`src/rtl/ldr_pkg.sv`:
```
package ldr_pkg;
    localparam int BYTE_W = 8;
    localparam int DEV_W  = 7;

    typedef enum logic [1:0] {
        LST_IDLE  = 2'd0,
        LST_ISSUE = 2'd1,
        LST_WAIT  = 2'd2
    } ldr_state_e;
endpackage

```
`src/rtl/ldr_table.sv`:
```
module ldr_table #(
    parameter int                        NREG  = 16,
    parameter int                        IDX_W = 4,
    parameter logic [NREG*ldr_pkg::BYTE_W-1:0] IMG0 = '0,
    parameter logic [NREG*ldr_pkg::BYTE_W-1:0] IMG1 = '0
) (
    input  logic                       sel_i,
    input  logic [IDX_W-1:0]           idx_i,
    output logic [ldr_pkg::BYTE_W-1:0] data_o
);
    localparam int BW = ldr_pkg::BYTE_W;

    logic [BW-1:0] img [2][NREG];

    for (genvar i = 0; i < NREG; i++) begin : g_slot
        assign img[0][i] = IMG0[i*BW +: BW];
        assign img[1][i] = IMG1[i*BW +: BW];
    end

    assign data_o = img[sel_i][idx_i];
endmodule

```
`src/rtl/ldr_fsm.sv`:
```
module ldr_fsm #(
    parameter int NREG  = 16,
    parameter int IDX_W = 4
) (
    input  logic             clk,
    input  logic             rst_n,
    input  logic             start_i,
    input  logic             mode_i,
    input  logic             xfer_done_i,
    input  logic             xfer_nack_i,
    output logic             busy_o,
    output logic             done_o,
    output logic             error_o,
    output logic             issue_o,
    output logic [IDX_W-1:0] idx_o,
    output logic             mode_o,
    output logic [IDX_W-1:0] fail_idx_o
);
    import ldr_pkg::*;

    localparam logic [IDX_W-1:0] LAST = IDX_W'(NREG - 1);

    typedef struct packed {
        ldr_state_e       st;
        logic [IDX_W-1:0] idx;
        logic             mode;
        logic             done;
        logic             err;
        logic [IDX_W-1:0] fidx;
    } regs_t;

    regs_t r_d, r_q;

    always_comb begin
        r_d      = r_q;
        r_d.done = 1'b0;
        r_d.err  = 1'b0;
        case (r_q.st)
            LST_IDLE: begin
                if (start_i) begin
                    r_d.st   = LST_ISSUE;
                    r_d.idx  = '0;
                    r_d.mode = mode_i;
                    r_d.fidx = '0;
                end
            end
            LST_ISSUE: r_d.st = LST_WAIT;
            LST_WAIT: begin
                if (xfer_done_i) begin
                    if (xfer_nack_i) begin
                        r_d.st   = LST_IDLE;
                        r_d.err  = 1'b1;
                        r_d.fidx = r_q.idx;
                    end else if (r_q.idx == LAST) begin
                        r_d.st   = LST_IDLE;
                        r_d.done = 1'b1;
                    end else begin
                        r_d.idx = r_q.idx + 1'b1;
                        r_d.st  = LST_ISSUE;
                    end
                end
            end
            default: r_d.st = LST_IDLE;
        endcase
    end

    always_ff @(posedge clk) begin
        if (!rst_n) begin
            r_q <= '{st: LST_IDLE, idx: '0, mode: 1'b0, done: 1'b0, err: 1'b0, fidx: '0};
        end else begin
            r_q <= r_d;
        end
    end

    assign busy_o     = (r_q.st != LST_IDLE);
    assign issue_o    = (r_q.st == LST_ISSUE);
    assign done_o     = r_q.done;
    assign error_o    = r_q.err;
    assign idx_o      = r_q.idx;
    assign mode_o     = r_q.mode;
    assign fail_idx_o = r_q.fidx;

    AST_FIRST_CMD_ZERO: assert property (@(posedge clk) disable iff (!rst_n)
        $rose(busy_o) |-> (issue_o && idx_o == '0));
    AST_NEXT_CMD_STEP: assert property (@(posedge clk) disable iff (!rst_n)
        (busy_o && !issue_o && xfer_done_i && !xfer_nack_i && idx_o != LAST)
        |=> (issue_o && idx_o == $past(idx_o) + 1'b1));
    AST_IMAGE_HELD: assert property (@(posedge clk) disable iff (!rst_n)
        (busy_o && $past(busy_o)) |-> $stable(mode_o));
    AST_LAST_DONE: assert property (@(posedge clk) disable iff (!rst_n)
        (busy_o && !issue_o && xfer_done_i && !xfer_nack_i && idx_o == LAST)
        |=> (done_o && !busy_o));
    AST_NACK_STOPS: assert property (@(posedge clk) disable iff (!rst_n)
        (busy_o && !issue_o && xfer_done_i && xfer_nack_i)
        |=> (error_o && !busy_o && fail_idx_o == $past(idx_o)));
    AST_BUSY_START_IGNORED: assert property (@(posedge clk) disable iff (!rst_n)
        (busy_o && !issue_o && !xfer_done_i) |=> (busy_o && $stable(idx_o)));
    AST_END_EXCLUSIVE: assert property (@(posedge clk) disable iff (!rst_n)
        !(done_o && error_o));
    AST_END_ONE_CYCLE: assert property (@(posedge clk) disable iff (!rst_n)
        (done_o || error_o) |=> !(done_o || error_o));
endmodule

```
`src/rtl/i2c_table_loader.sv`:
```
module i2c_table_loader #(
    parameter int                          NREG     = 16,
    parameter logic [ldr_pkg::DEV_W-1:0]   DEV_ADDR = 7'h58,
    parameter logic [NREG*ldr_pkg::BYTE_W-1:0] IMG0 = {NREG{8'h5A}},
    parameter logic [NREG*ldr_pkg::BYTE_W-1:0] IMG1 = {NREG{8'hA5}},
    localparam int                         IDX_W    = $clog2(NREG)
) (
    input  logic                       clk,
    input  logic                       rst_n,
    input  logic                       start_i,
    input  logic                       mode_i,
    output logic                       busy_o,
    output logic                       done_o,
    output logic                       error_o,
    output logic [IDX_W-1:0]           fail_idx_o,
    output logic                       cmd_valid_o,
    output logic [ldr_pkg::DEV_W-1:0]  cmd_dev_o,
    output logic [ldr_pkg::BYTE_W-1:0] cmd_reg_o,
    output logic [ldr_pkg::BYTE_W-1:0] cmd_data_o,
    input  logic                       xfer_done_i,
    input  logic                       xfer_nack_i
);
    logic [IDX_W-1:0] idx;
    logic             img_sel;

    ldr_fsm #(.NREG(NREG), .IDX_W(IDX_W)) u_fsm (
        .clk        (clk),
        .rst_n      (rst_n),
        .start_i    (start_i),
        .mode_i     (mode_i),
        .xfer_done_i(xfer_done_i),
        .xfer_nack_i(xfer_nack_i),
        .busy_o     (busy_o),
        .done_o     (done_o),
        .error_o    (error_o),
        .issue_o    (cmd_valid_o),
        .idx_o      (idx),
        .mode_o     (img_sel),
        .fail_idx_o (fail_idx_o)
    );

    ldr_table #(.NREG(NREG), .IDX_W(IDX_W), .IMG0(IMG0), .IMG1(IMG1)) u_table (
        .sel_i (img_sel),
        .idx_i (idx),
        .data_o(cmd_data_o)
    );

    assign cmd_dev_o = DEV_ADDR;
    assign cmd_reg_o = ldr_pkg::BYTE_W'(idx);

    AST_CMD_NEEDS_BUSY: assert property (@(posedge clk) disable iff (!rst_n)
        cmd_valid_o |-> busy_o);
    AST_CMD_SINGLE: assert property (@(posedge clk) disable iff (!rst_n)
        cmd_valid_o |=> !cmd_valid_o);
endmodule

```
`config.mk`:
```
export PLATFORM = sky130hd
export DESIGN_NAME = i2c_table_loader
export DESIGN_NICKNAME = d
export VERILOG_FILES = /design/src/rtl/ldr_pkg.sv /design/src/rtl/ldr_table.sv /design/src/rtl/ldr_fsm.sv /design/src/rtl/i2c_table_loader.sv
export SDC_FILE = /design/constraint.sdc
export NUM_CORES = 1
export LEC_CHECK = 0
export ABC_AREA = 1
export CAP_MARGIN = 20
export CORE_MARGIN = 2
export CORE_UTILIZATION = 40
export DETAILED_ROUTE_END_ITERATION = 12
export GPL_TIMING_DRIVEN = 0
export PLACE_DENSITY = 0.86
export SLEW_MARGIN = 15
export SYNTH_ARGS = -nofsm -noshare
export SYNTH_HDL_FRONTEND = slang
export SYNTH_SLANG_ARGS = --single-unit
export TNS_END_PERCENT = 100
```
`constraint.sdc`:
```
create_clock -name clk -period 1.4 [get_ports clk]
set_input_delay 0.21 -clock clk [delete_from_list [all_inputs] [get_ports clk]]
set_output_delay 0.21 -clock clk [all_outputs]
set_load 0.05 [all_outputs]
```
### After elaboration in Yosys (flattened, before gate mapping)

Index checks and enable logic that the tools add are counted.
Widths: inputs -> output; s select.

| storage, ports and cells | value |
|---|---|
| input bits | 6 |
| bits in registers | 13 |
| word-level logic and storage cells | 50 |

| cells by class | value |
|---|---|
| order comparisons | 2 |
| reductions and logical operators | 9 |
| mux-type cells | 19 |
| bitwise gates (word level) | 5 |
| add/sub/neg operators | 1 |
| equal/unequal tests | 8 |

Operators by type and width:

| operator | number |
|---|---|
| $mux 128 | 3 |
| $bmux 8 s4 | 1 |
| $mux 4 | 4 |
| $mux 8 | 2 |
| $pmux 4 s2 | 2 |
| $ne 2x2->1 const B | 5 |
| $mux 7 | 1 |
| $mux 6 | 1 |
| $pmux 2 s3 | 1 |
| $ge 5x5->1 const B | 1 |
| $mux 5 | 1 |
| $not 4->5 | 1 |
| $reduce_and 5->1 | 1 |
| $add 4x1->4 const B | 1 |
| $eq 4x4->1 const B | 1 |
| $reduce_and 2->1 | 2 |
| $reduce_and 4->1 | 1 |
| $reduce_bool 2->1 | 2 |
| $reduce_or 4->1 | 1 |
| $not 1->1 | 3 |
| $reduce_and 3->1 | 1 |
| $eq 2x1->1 const B | 1 |
| $eq 2x2->1 const B | 1 |
| $ge 2x2->1 const B | 1 |
| 4 further kinds | 5 |

### Logic depth before layout (Yosys ltp)

Gate-level depths: netlist (run 1).

| logic depth | value |
|---|---|
| word-level depth | 7 |
| gate-level depth with buffers | 8 |
| depth with buffers taken out | 8 |

### Hierarchy

From an unflattened synthesis (run 1), not the netlist that was laid out.

| second synthesis, totals | value |
|---|---|
| cell total of the unflattened synthesis | 117 |
| area total of the unflattened synthesis | 852.1 um2 |

Modules (own cells, without submodules):

| module | times used | area an instance (um2) | cells each |
|---|---|---|---|
| ldr_fsm | 1 | 705.7 | 96 |
| i2c_table_loader | 1 | 90.1 | 13 |
| ldr_table | 1 | 56.3 | 8 |

### Least setup slack after synthesis (run 1)

No wires, ideal clock.

| timing | value |
|---|---|
| path kind | register to register |
| start point | register u_fsm.r_q[11] in the netlist's numbering |
| end point | register u_fsm.r_q[12] in the netlist's numbering |
| library setup time | 0.070 ns |
| buffers on the path | 0 |
| period minus slack after synthesis | 1.438 ns |
| slack | -0.038 ns |
| data arrival time | 1.368 ns |
| data required time | 1.330 ns |
| cell stages (with the launch flop) | 5 |
| cells stage by stage | dfxtp_1 > inv_2 > nor2_1 > inv_1 > a21oi_1 |

RTL lines:

| what | line | text |
|---|---|---|
| start, declared | ldr_fsm.sv:32 | `regs_t r_d, r_q;` |
| start signal, assigned | ldr_fsm.sv:69 | `r_q <= '{st: LST_IDLE, idx: '0, mode: 1'b0, done: 1'b0, err: 1'b0, fidx: '0};` |
| start signal, assigned | ldr_fsm.sv:71 | `r_q <= r_d;` |
| $eq 2x1->1 | -- |  |
| net cmd_valid_o | i2c_table_loader.sv:16 | `output logic cmd_valid_o,` |
| $pmux 2 s3 | ldr_fsm.sv:38 | `case (r_q.st)` |

The timed path passes the listed nets, and every way through them passes these cells.
A chain may end at the register's enable or synchronous reset.

### Worst setup path in the final report (run 1)

| timing | value |
|---|---|
| start point | register u_fsm.r_q, in the netlist u_fsm.mode_o |
| end point | output cmd_data_o[2] in the netlist's numbering |

| on the way | value |
|---|---|
| cells in the longest elaborated chain, start to end | 7 |

RTL lines:

| what | line | text |
|---|---|---|
| $not 1->2 (implied by the code) | ldr_table.sv:20 | `assign data_o = img[sel_i][idx_i];` |
| $mux 128 (implied by the code) (3 in a row) | ldr_table.sv:20 |  |
| $bmux 8 s4 | ldr_table.sv:20 |  |
| $mux 8 (implied by the code) (2 in a row) | ldr_table.sv:20 |  |
| end, declared | i2c_table_loader.sv:19 | `output logic [ldr_pkg::BYTE_W-1:0] cmd_data_o,` |

Every way passes these cells. The select of a mux whose other input is x is not followed.

==> flow_metrics.py, run 1 <==
metrics = {
    "synthesis": {
        "syn-cell-area_sq_um": 823,
        "syn-mean-instance-area_sq_um": 7.22,
        "ys_warn_count": 0,
        "syn_inst": 114,
        "synthTopCellsByArea": "dfxtp_1 32%, buf_4 24%, nand2_1 8.7%",
        "synth_seq_area_share": 0.316,
        "ys_ff_latch": 13,
        "synth_top_area_frac": 0.316,
        "yosysTopAreaCell": "dfxtp_1",
        "synth_cell_type_count": 19,
    },
    "global_routing": {
        "overflow": 0,
        "grt_antenna_before_repair": 0,
        "grt_max_degree": 8,
        "track_usage": 0.144,
        "grt_pass1_vias": 713,
        "grt_pass1_wl_microns": 2730,
    },
    "status": {
        "status": "completed",
    },
    "place": {
        "pre_cts_slack_ns": -0.204,
        "place_area_sq_mm": 0.00114,
        "io_buffers": 25,
        "dp_hpwl_microns": 1360,
        "gp_congestion": 0.757,
        "placed_cells": 175,
    },
    "floorplan": {
        "fp.dieArea_sq_mm": 0.00244,
        "die_h_microns": 49.4,
        "die_w_microns": 49.4,
        "rows": 16,
        "start_util": 0.424,
        "coreArea_sq_mm": 0.00194,
        "ios": 37,
    },
    "worst_setup_path": {
        "path_cells": "buf_4 > clkdlybuf4s18_2",
        "cp-start-kind": "flop",
        "cpLargestDelayFamily": "buffers and inverters",
        "cp.required_ns": 1.19,
        "max_stage_delay_ns": 0.38,
        "cp-end-kind": "output pin",
        "critPathSlowestCell": "dfxtp_1",
        "path_class": "flop to output pin",
        "cp.arrival_ns": 1.14,
        "crit_buf_inv": 2,
        "crit_fanout": 5,
    },
    "cells_and_area": {
        "antennaDiodeCount": 0,
        "final_area_sq_mm": 0.00113,
        "fin_cells": 179,
        "nets": 160,
        "syn2layout_area_growth_pct": 36.9,
        "layout-drive-gt1-share": 0.401,
        "fillers": 212,
    },
    "sta": {
        "setup_viol": 0,
        "skew_ns": 0.00248,
        "fin_crit_sh": 0.967,
        "max_freq_mhz": 739,
        "fin_crit_ns": 1.35,
        "final.setup.worst_slack_ns": 0.0463,
        "setup_tns_ns": 0,
        "drv_slew": 0,
        "final_hold_viol_count": 0,
    },
    "routing": {
        "totalWireLength_microns": 1670,
        "first_iter_violations": 18,
        "wl_per_cell_microns": 9.32,
        "drc": 0,
        "final_antenna_net_count": 0,
        "first_pass_iters": 4,
        "routed_via_density": 4.27,
        "vias": 765,
    },
    "pwr": {
        "p_leak_uw": 0.000561,
        "vdd_ir_drop_max_v": 0.000543,
        "p_per_area_mw_per_mm2": 944,
    },
    "clock_network": {
        "cts_tree": "built",
        "clk_latency_ns": 0.28,
        "post_cts_buffers": 0,
        "cts_made_buffers": 3,
        "clk_pin_slew_ns": 0.07,
        "cts_root_buf": "clkbuf_4",
        "htreeDepth": 1,
        "clk_path_buf_depth": 2,
        "cts.sinks": 13,
    },
    "min_path": {
        "hp-class": "flop to flop",
    },
    "flow_run": {
        "drv_cap": 0,
    },
}
-- stage by stage --
step                      hold WS, ns  utilization  power (uW)
after floorplan                 0.289            -         760
after global placement          0.449        0.589         859
after detailed placement        0.460        0.589         868
after CTS                       0.472        0.591        1070
after global routing            0.481        0.581        1110
final                           0.467        0.581        1060
-- final timing paths --
check                      start  slack, ns  depth (start not counted)                  end
max                 u_fsm.mode_o       0.05                          2        cmd_data_o[2]
min          u_fsm.fail_idx_o[0]       0.47                          2  u_fsm.fail_idx_o[0]
max reg2reg       u_fsm.idx_o[0]       0.16                          7       u_fsm.idx_o[2]
min reg2reg  u_fsm.fail_idx_o[0]       0.47                          2  u_fsm.fail_idx_o[0]
-- kinds of logic (layout without fill, tap and decap cells) --
| family | count (synthesis) | count (layout) | synth area share |
|---|---|---|---|
| and+or+nand+nor | 45 | 45 | 0.267 |
| DFF | 13 | 13 | 0.316 |
| other | 2 | 11 | 0.00912 |
| adders and majority gates | 1 | 1 | 0.0152 |
| buffers and inverters | 38 | 67 | 0.292 |
| AOI/OAI and AO/OA | 15 | 15 | 0.100 |
-- cell type report --
cell class	count	area (sq um)	share of cell area
multi-input combinational	72	362	0.321
sequential	13	263	0.233
timing repair buffer	25	203	0.180
buffer	26	195	0.173
inverter	12	45.0	0.0400
tap	27	33.8	0.0300
clock buffer	4	26.3	0.0233
-- sequential cells by signal, indices dropped and copies added (netlist names) --
signal,cells
u_fsm.idx_o,4
u_fsm.r_q,2
u_fsm.error_o,1
u_fsm.mode_o,1
u_fsm.fail_idx_o,4
u_fsm.done_o,1
-- power breakdown --
group,switching [uW],total [uW],leakage (uW),internal [uW]
registers,21.2,409,0.000106,387
clock network,120,230,0.0000150,111
logic,295,425,0.000440,130
total,436,1060,0.000561,628
-- worst min-delay path, stage by stage, from the launching register on --
cell and delay (ns):
dfxtp_1 0.31, nand2_1 0.06, a21oi_1 0.05
-- timing repair --
item	in CTS	in global routing
hold buffers	0	0
resized for setup	69	16
endpoints found under the setup margin	20	11
-- cells in the final DEF, fill, tap and decap left out, types with 2 or more instances in the layout --
cell type / count
dfxtp_1: 11
dlygate4sd2_1: 2
clkdlybuf4s18_2: 3
nand3_1: 10
conb_1: 11
clkbuf_4: 3
nor2_4: 2
buf_4: 28
nand2_1: 19
o21ai_2: 2
o21ai_0: 2
buf_2: 9
clkdlybuf4s15_2: 4
inv_1: 10
a21oi_1: 11
clkdlybuf4s50_1: 5
nor2_1: 6
inv_2: 2
nor2_2: 2
dfxtp_2: 2
-- synth_stat cells --
library cell	instances
nand2_4	1
inv_2	2
nand2_2	1
o21ai_0	2
nand3_1	10
nand3b_1	1
or2_2	1
nor3_1	1
a21oi_1	11
conb_1	2
nor2_1	8
buf_4	26
o21ai_2	2
nand3_2	1
nor2_4	2
ha_1	1
dfxtp_1	13
nand2_1	19
inv_1	10
-- per-layer routing --
layer  global-route usage  vias to the layer above  share of wire
li1                     -                      397              -
met1                0.139                      340           0.38
met2                0.277                       25           0.53
met3               0.0245                        3          0.070
met4               0.0905                        0          0.017
met5                    0                        -              0
(Power assumes the default switching activity.)
==> run 2, diff against run 1 <==
--- a/config.mk
+++ b/config.mk
@@ -12,6 +12,7 @@
 export DETAILED_ROUTE_END_ITERATION = 12
 export GPL_TIMING_DRIVEN = 0
 export PLACE_DENSITY = 0.86
+export SKIP_CTS_REPAIR_TIMING = 1
 export SLEW_MARGIN = 15
 export SYNTH_ARGS = -nofsm -noshare
 export SYNTH_HDL_FRONTEND = slang
==> run 2 against run 1 <==
  * Cell count is the same
  * Cell area is 0.33% lower
  * Maximum frequency up 1.4%
  * Clock power about the same
  * Sequential share of layout area rose by 0.19 points
  * Clock skew hardly changed
  * Combinational power fell by 1%
  * Non-clock buffer count stayed put
  * Power shrank 0.68%
  * Critical path depth grew 1
  * Register-to-register slack barely moved
  * Critical path type unchanged
  * Largest cell class unchanged
  * Highest routed layer unchanged
==> flow_metrics.py, run 2 (same netlist as run 1, synthesis figures left out) <==
metrics = {
    "routing": {
        "vias": 769,
        "first_pass_iters": 4,
        "final_antenna_net_count": 0,
        "drc": 0,
        "wl_per_cell_microns": 9.41,
        "routed_via_density": 4.30,
        "totalWireLength_microns": 1680,
        "first_iter_violations": 7,
    },
    "clock_network": {
        "htreeDepth": 1,
        "cts_root_buf": "clkbuf_4",
        "clk_latency_ns": 0.28,
        "cts_tree": "built",
        "clk_pin_slew_ns": 0.07,
        "cts.sinks": 13,
        "cts_made_buffers": 3,
        "clk_path_buf_depth": 2,
    },
    "sta": {
        "setup_viol": 0,
        "slew_headroom": 0.661,
        "max_freq_mhz": 749,
        "setup_tns_ns": 0,
        "final_hold_viol_count": 0,
        "rsz0062_at_grt": "false",
        "skew_ns": 0.00264,
        "fin_crit_ns": 1.34,
        "drv_slew": 0,
        "fin_crit_sh": 0.954,
        "tightest_slew_ns": 0.507,
    },
    "cells_and_area": {
        "layout-drive-gt1-share": 0.382,
        "final-seq-area_sq_um": 264,
        "final_cell_mix": "27 x buf_4, 19 x nand2_1, 11 x a21oi_1, 11 x conb_1",
        "final_area_sq_mm": 0.00112,
        "fin_cells": 179,
        "antennaDiodeCount": 0,
        "multi_input_area_sq_um": 362,
        "syn2layout_area_growth_pct": 36.5,
        "nets": 160,
        "final_common_cell": "buf_4",
        "fillers": 210,
    },
    "floorplan": {
        "ios": 37,
        "die_h_microns": 49.4,
        "fp.dieArea_sq_mm": 0.00244,
        "die_w_microns": 49.4,
        "start_util": 0.424,
        "rows": 16,
        "coreArea_sq_mm": 0.00194,
    },
    "worst_setup_path": {
        "path_class": "flop to output pin",
        "cp-start-kind": "flop",
        "ff2ff_setup_slack_ns": 0.17,
        "r2r_end": "u_fsm.idx_o[2]",
        "reg2reg_depth": 7,
        "cp.required_ns": 1.19,
        "r2r_start": "u_fsm.idx_o[0]",
        "cp.arrival_ns": 1.13,
        "cp-end-kind": "output pin",
        "crit_fanout": 5,
    },
    "pwr": {
        "total_power_uw": 1060,
        "vdd_ir_drop_max_v": 0.000542,
        "p_per_area_mw_per_mm2": 941,
        "p_leak_uw": 0.000660,
    },
    "global_routing": {
        "grt_max_degree": 8,
        "overflow": 0,
        "grtUsageMet2": 0.277,
        "grt_pass1_vias": 704,
        "grt_pass1_wl_microns": 2700,
        "track_usage": 0.143,
        "met1_usage": 0.137,
        "grt-busiest-layer": "met2",
        "grt_antenna_before_repair": 0,
        "use_met3": 0.0215,
    },
    "min_path": {
        "worstHoldStart": "u_fsm.fail_idx_o[0]",
        "hp-class": "flop to flop",
        "min_path_cells": 2,
        "hold_end": "u_fsm.fail_idx_o[0]",
    },
    "status": {
        "status": "completed",
    },
    "place": {
        "placed_cells": 175,
        "place_area_sq_mm": 0.00114,
        "dp_hpwl_microns": 1360,
        "io_buffers": 25,
        "gp_congestion": 0.757,
    },
    "flow_run": {
        "drv_cap": 0,
    },
}
-- run 2: cell types whose count changed in the layout (fill, tap and decap cells not counted), sizes merged --
| cell | change |
|---|---|
| dlygate4sd2 | -2 |
| clkdlybuf4s15 | -4 |
| dlymetal6s2s | +6 |
| buf | -7 |
| clkdlybuf4s18 | -3 |
| clkbuf | +10 |
-- run 2: worst max path at each step --
stage / startpoint / depth (start not counted) / to / slack, ns
floorplan: u_fsm.mode_o / 2 / cmd_data_o[3] / 0.21
global placement: u_fsm.r_q[11] / 3 / cmd_valid_o / -0.18
detailed placement: u_fsm.idx_o[2] / 2 / cmd_reg_o[2] / -0.20
CTS: u_fsm.idx_o[2] / 2 / cmd_reg_o[2] / -0.51
global route: u_fsm.mode_o / 3 / cmd_data_o[4] / 0.005
finish: u_fsm.mode_o / 3 / cmd_data_o[4] / 0.06
-- run 2: metrics by stage --
stage	worst slack [ns]	hold slack, ns	util
2_1_floorplan	0.211	0.289	-
3_3_place_gp	-0.182	0.449	0.589
3_5_place_dp	-0.204	0.460	0.589
4_1_cts	-0.510	0.472	0.602
5_1_grt	0.00503	0.481	0.579
6_report	0.0647	0.467	0.579
-- run 2: cell type report --
type	count	area share
buffer	26	0.174
inverter	12	0.0401
timing repair buffer	25	0.176
multi-input combinational	72	0.322
tap	27	0.0301
clock buffer	4	0.0234
sequential	13	0.235
-- run 2: report_power, final --
part | internal (uW) | switching, uW
Clock | 111 | 118
Combinational | 124 | 296
Sequential | 387 | 20.9
-- run 2: routing by layer --
layer  wire length, microns  part of all wire
met5                      0                 0
met4                     37             0.022
met3                    115             0.068
met2                    879              0.52
met1                    652              0.39
-- run 2: critical path, cell delays in order, from the launching register on --
cell,delay (ns)
dfxtp_1,0.34
inv_1,0.13
buf_4,0.12
buf_2,0.25
==> run 3, diff against run 2 <==
--- a/config.mk
+++ b/config.mk
@@ -8,10 +8,10 @@
 export ABC_AREA = 1
 export CAP_MARGIN = 20
 export CORE_MARGIN = 2
-export CORE_UTILIZATION = 40
+export CORE_UTILIZATION = 37
 export DETAILED_ROUTE_END_ITERATION = 12
 export GPL_TIMING_DRIVEN = 0
-export PLACE_DENSITY = 0.86
+export PLACE_DENSITY = 0.84
 export SKIP_CTS_REPAIR_TIMING = 1
 export SLEW_MARGIN = 15
 export SYNTH_ARGS = -nofsm -noshare
==> constraint.sdc (replaced) <==
create_clock -name clk -period 1.15 [get_ports clk]
set_input_delay 0.1725 -clock clk [delete_from_list [all_inputs] [get_ports clk]]
set_output_delay 0.1725 -clock clk [all_outputs]
set_load 0.05 [all_outputs]
==> run 3 against run 2 <==
  * Largest cell class unchanged
  * Largest power group unchanged
  * Power is 33% higher
  * The flow now finishes with violations (setup timing)
  * Cell count increased by 2.2%
  * Utilization up 2.6 points
  * Critical path depth stayed put
  * Sequential share of layout area fell by 1.6 points
  * Clock skew decreased by 0.00054 ns
  * Combinational power rose by 47%
==> flow_metrics.py, run 3 (same netlist as run 1, synthesis figures left out) <==
metrics = {
    "status": {
        "status": "finished with violations",
        "violations": "setup timing",
    },
    "clock_network": {
        "cts.sinks": 13,
        "htreeDepth": 1,
        "cts_made_buffers": 3,
        "cts_root_buf": "clkbuf_4",
        "clk_pin_slew_ns": 0.08,
        "cts_tree": "built",
        "clk_path_buf_depth": 2,
        "clk_latency_ns": 0.28,
    },
    "worst_setup_path": {
        "cp.required_ns": 0.98,
        "cp-start-kind": "flop",
        "path_class": "flop to output pin",
        "cp.arrival_ns": 1.02,
        "crit_fanout": 5,
        "cp-end-kind": "output pin",
    },
    "pwr": {
        "sw_frac_of_total": 0.414,
        "p_clk_frac": 0.203,
        "p_int_uw": 825,
        "p_switching_uw": 584,
        "vdd_ir_drop_max_v": 0.000528,
        "seqPwrFrac": 0.359,
        "comb_power_share": 0.438,
        "p_leak_uw": 0.000623,
        "p_per_area_mw_per_mm2": 1080,
    },
    "cells_and_area": {
        "final-seq-area_sq_um": 284,
        "antennaDiodeCount": 0,
        "nets": 163,
        "multi_input_area_sq_um": 425,
        "fin_cells": 183,
        "final_common_cell": "buf_4",
        "layout-drive-gt1-share": 0.523,
        "syn2layout_area_growth_pct": 57.8,
        "final_cell_mix": "32 x buf_4, 18 x nand2_1, 11 x conb_1",
        "fillers": 175,
    },
    "routing": {
        "drc": 0,
        "final_antenna_net_count": 0,
        "first_iter_violations": 17,
        "routed_via_density": 4.45,
        "vias": 815,
        "totalWireLength_microns": 1980,
        "wl_per_cell_microns": 10.8,
        "first_pass_iters": 4,
    },
    "sta": {
        "final_hold_viol_count": 0,
        "final.setup.worst_slack_ns": -0.0453,
        "setup_viol": 5,
        "drv_slew": 0,
        "fin_crit_ns": 1.20,
        "setup_tns_ns": -0.120,
        "rsz0062_at_grt": "true",
        "fin_crit_sh": 1.04,
        "skew_ns": 0.00210,
        "max_freq_mhz": 837,
    },
    "global_routing": {
        "grtUsageMet2": 0.271,
        "grt_max_degree": 9,
        "met1_usage": 0.136,
        "overflow": 0,
        "use_met3": 0.0380,
        "track_usage": 0.144,
        "grt_pass1_vias": 686,
        "grt-busiest-layer": "met2",
        "grt_pass1_wl_microns": 2750,
        "grt_antenna_before_repair": 0,
    },
    "min_path": {
        "hp-class": "input port to flop",
    },
    "place": {
        "placed_cells": 176,
        "pre_cts_slack_ns": -0.436,
        "io_buffers": 25,
        "dp_hpwl_microns": 1410,
        "gp_congestion": 0.796,
    },
    "floorplan": {
        "die_h_microns": 51.2,
        "die_w_microns": 51.2,
        "coreArea_sq_mm": 0.00215,
        "fp.dieArea_sq_mm": 0.00262,
        "rows": 17,
        "start_util": 0.383,
        "ios": 37,
    },
    "flow_run": {
        "drv_cap": 0,
    },
}
==> run 3: cell types whose count changed in the layout (fill, tap and decap cells not counted), moves of 3 or more <==
cell,delta
clkbuf_2,-8
buf_6,+7
dfxtp_4,+6
buf_4,+5
dlymetal6s2s_1,-5
buf_8,+4
clkbuf_4,+4
dfxtp_1,-4
buf_2,-3
inv_1,-3
==> run 3: worst max-delay path: stages (launching register included) <==
cell     delay (ns)
dfxtp_4        0.41
inv_8          0.06
nor2_4         0.12
buf_8          0.15
==> run 3: worst paths after layout <==
kind	cells after the start	slack, ns	startpoint	endpoint
worst max register to register	6	-0.03	u_fsm.r_q[12]	u_fsm.fail_idx_o[2]
worst min-delay path	2	0.26	xfer_nack_i	u_fsm.done_o
worst max-delay path	3	-0.05	u_fsm.r_q[11]	cmd_valid_o
worst min register to register	2	0.46	u_fsm.fail_idx_o[0]	u_fsm.fail_idx_o[0]
==> run 3: cell type report <==
type / count / share of cell area
clock buffers: 3 / 0.0173
multi-input cells: 72 / 0.328
clock inverters: 1 / 0.00385
flip-flops and latches: 13 / 0.219
inverters: 12 / 0.0424
plain buffers: 26 / 0.159
repair buffers: 28 / 0.204
well taps: 28 / 0.0270
==> run 3: power by group through the flow <==
stage	Clock [uW]	Combinational (uW)	Sequential, uW
floorplan	0	425	502
global placement	0	542	506
detailed placement	0	553	508
CTS	289	554	497
global route	312	651	510
finish	286	617	505
==> run 3: per-layer routing <==
layer,vias to the layer above,share of wire
li1,406,-
met1,372,0.37
met2,33,0.55
met3,4,0.066
met4,0,0.015
met5,-,0
==> run 3: through the flow <==
| stage | hold WS (ns) | cell area, sq um | util | power (uW) |
|---|---|---|---|---|
| 2_1_floorplan | 0.252 | 867 | - | 927 |
| 3_3_place_gp | 0.448 | 1150 | 0.536 | 1050 |
| 3_5_place_dp | 0.455 | 1150 | 0.536 | 1060 |
| 4_1_cts | 0.466 | 1180 | 0.549 | 1340 |
| 5_1_grt | 0.249 | 1300 | 0.605 | 1470 |
| 6_report | 0.258 | 1300 | 0.605 | 1410 |
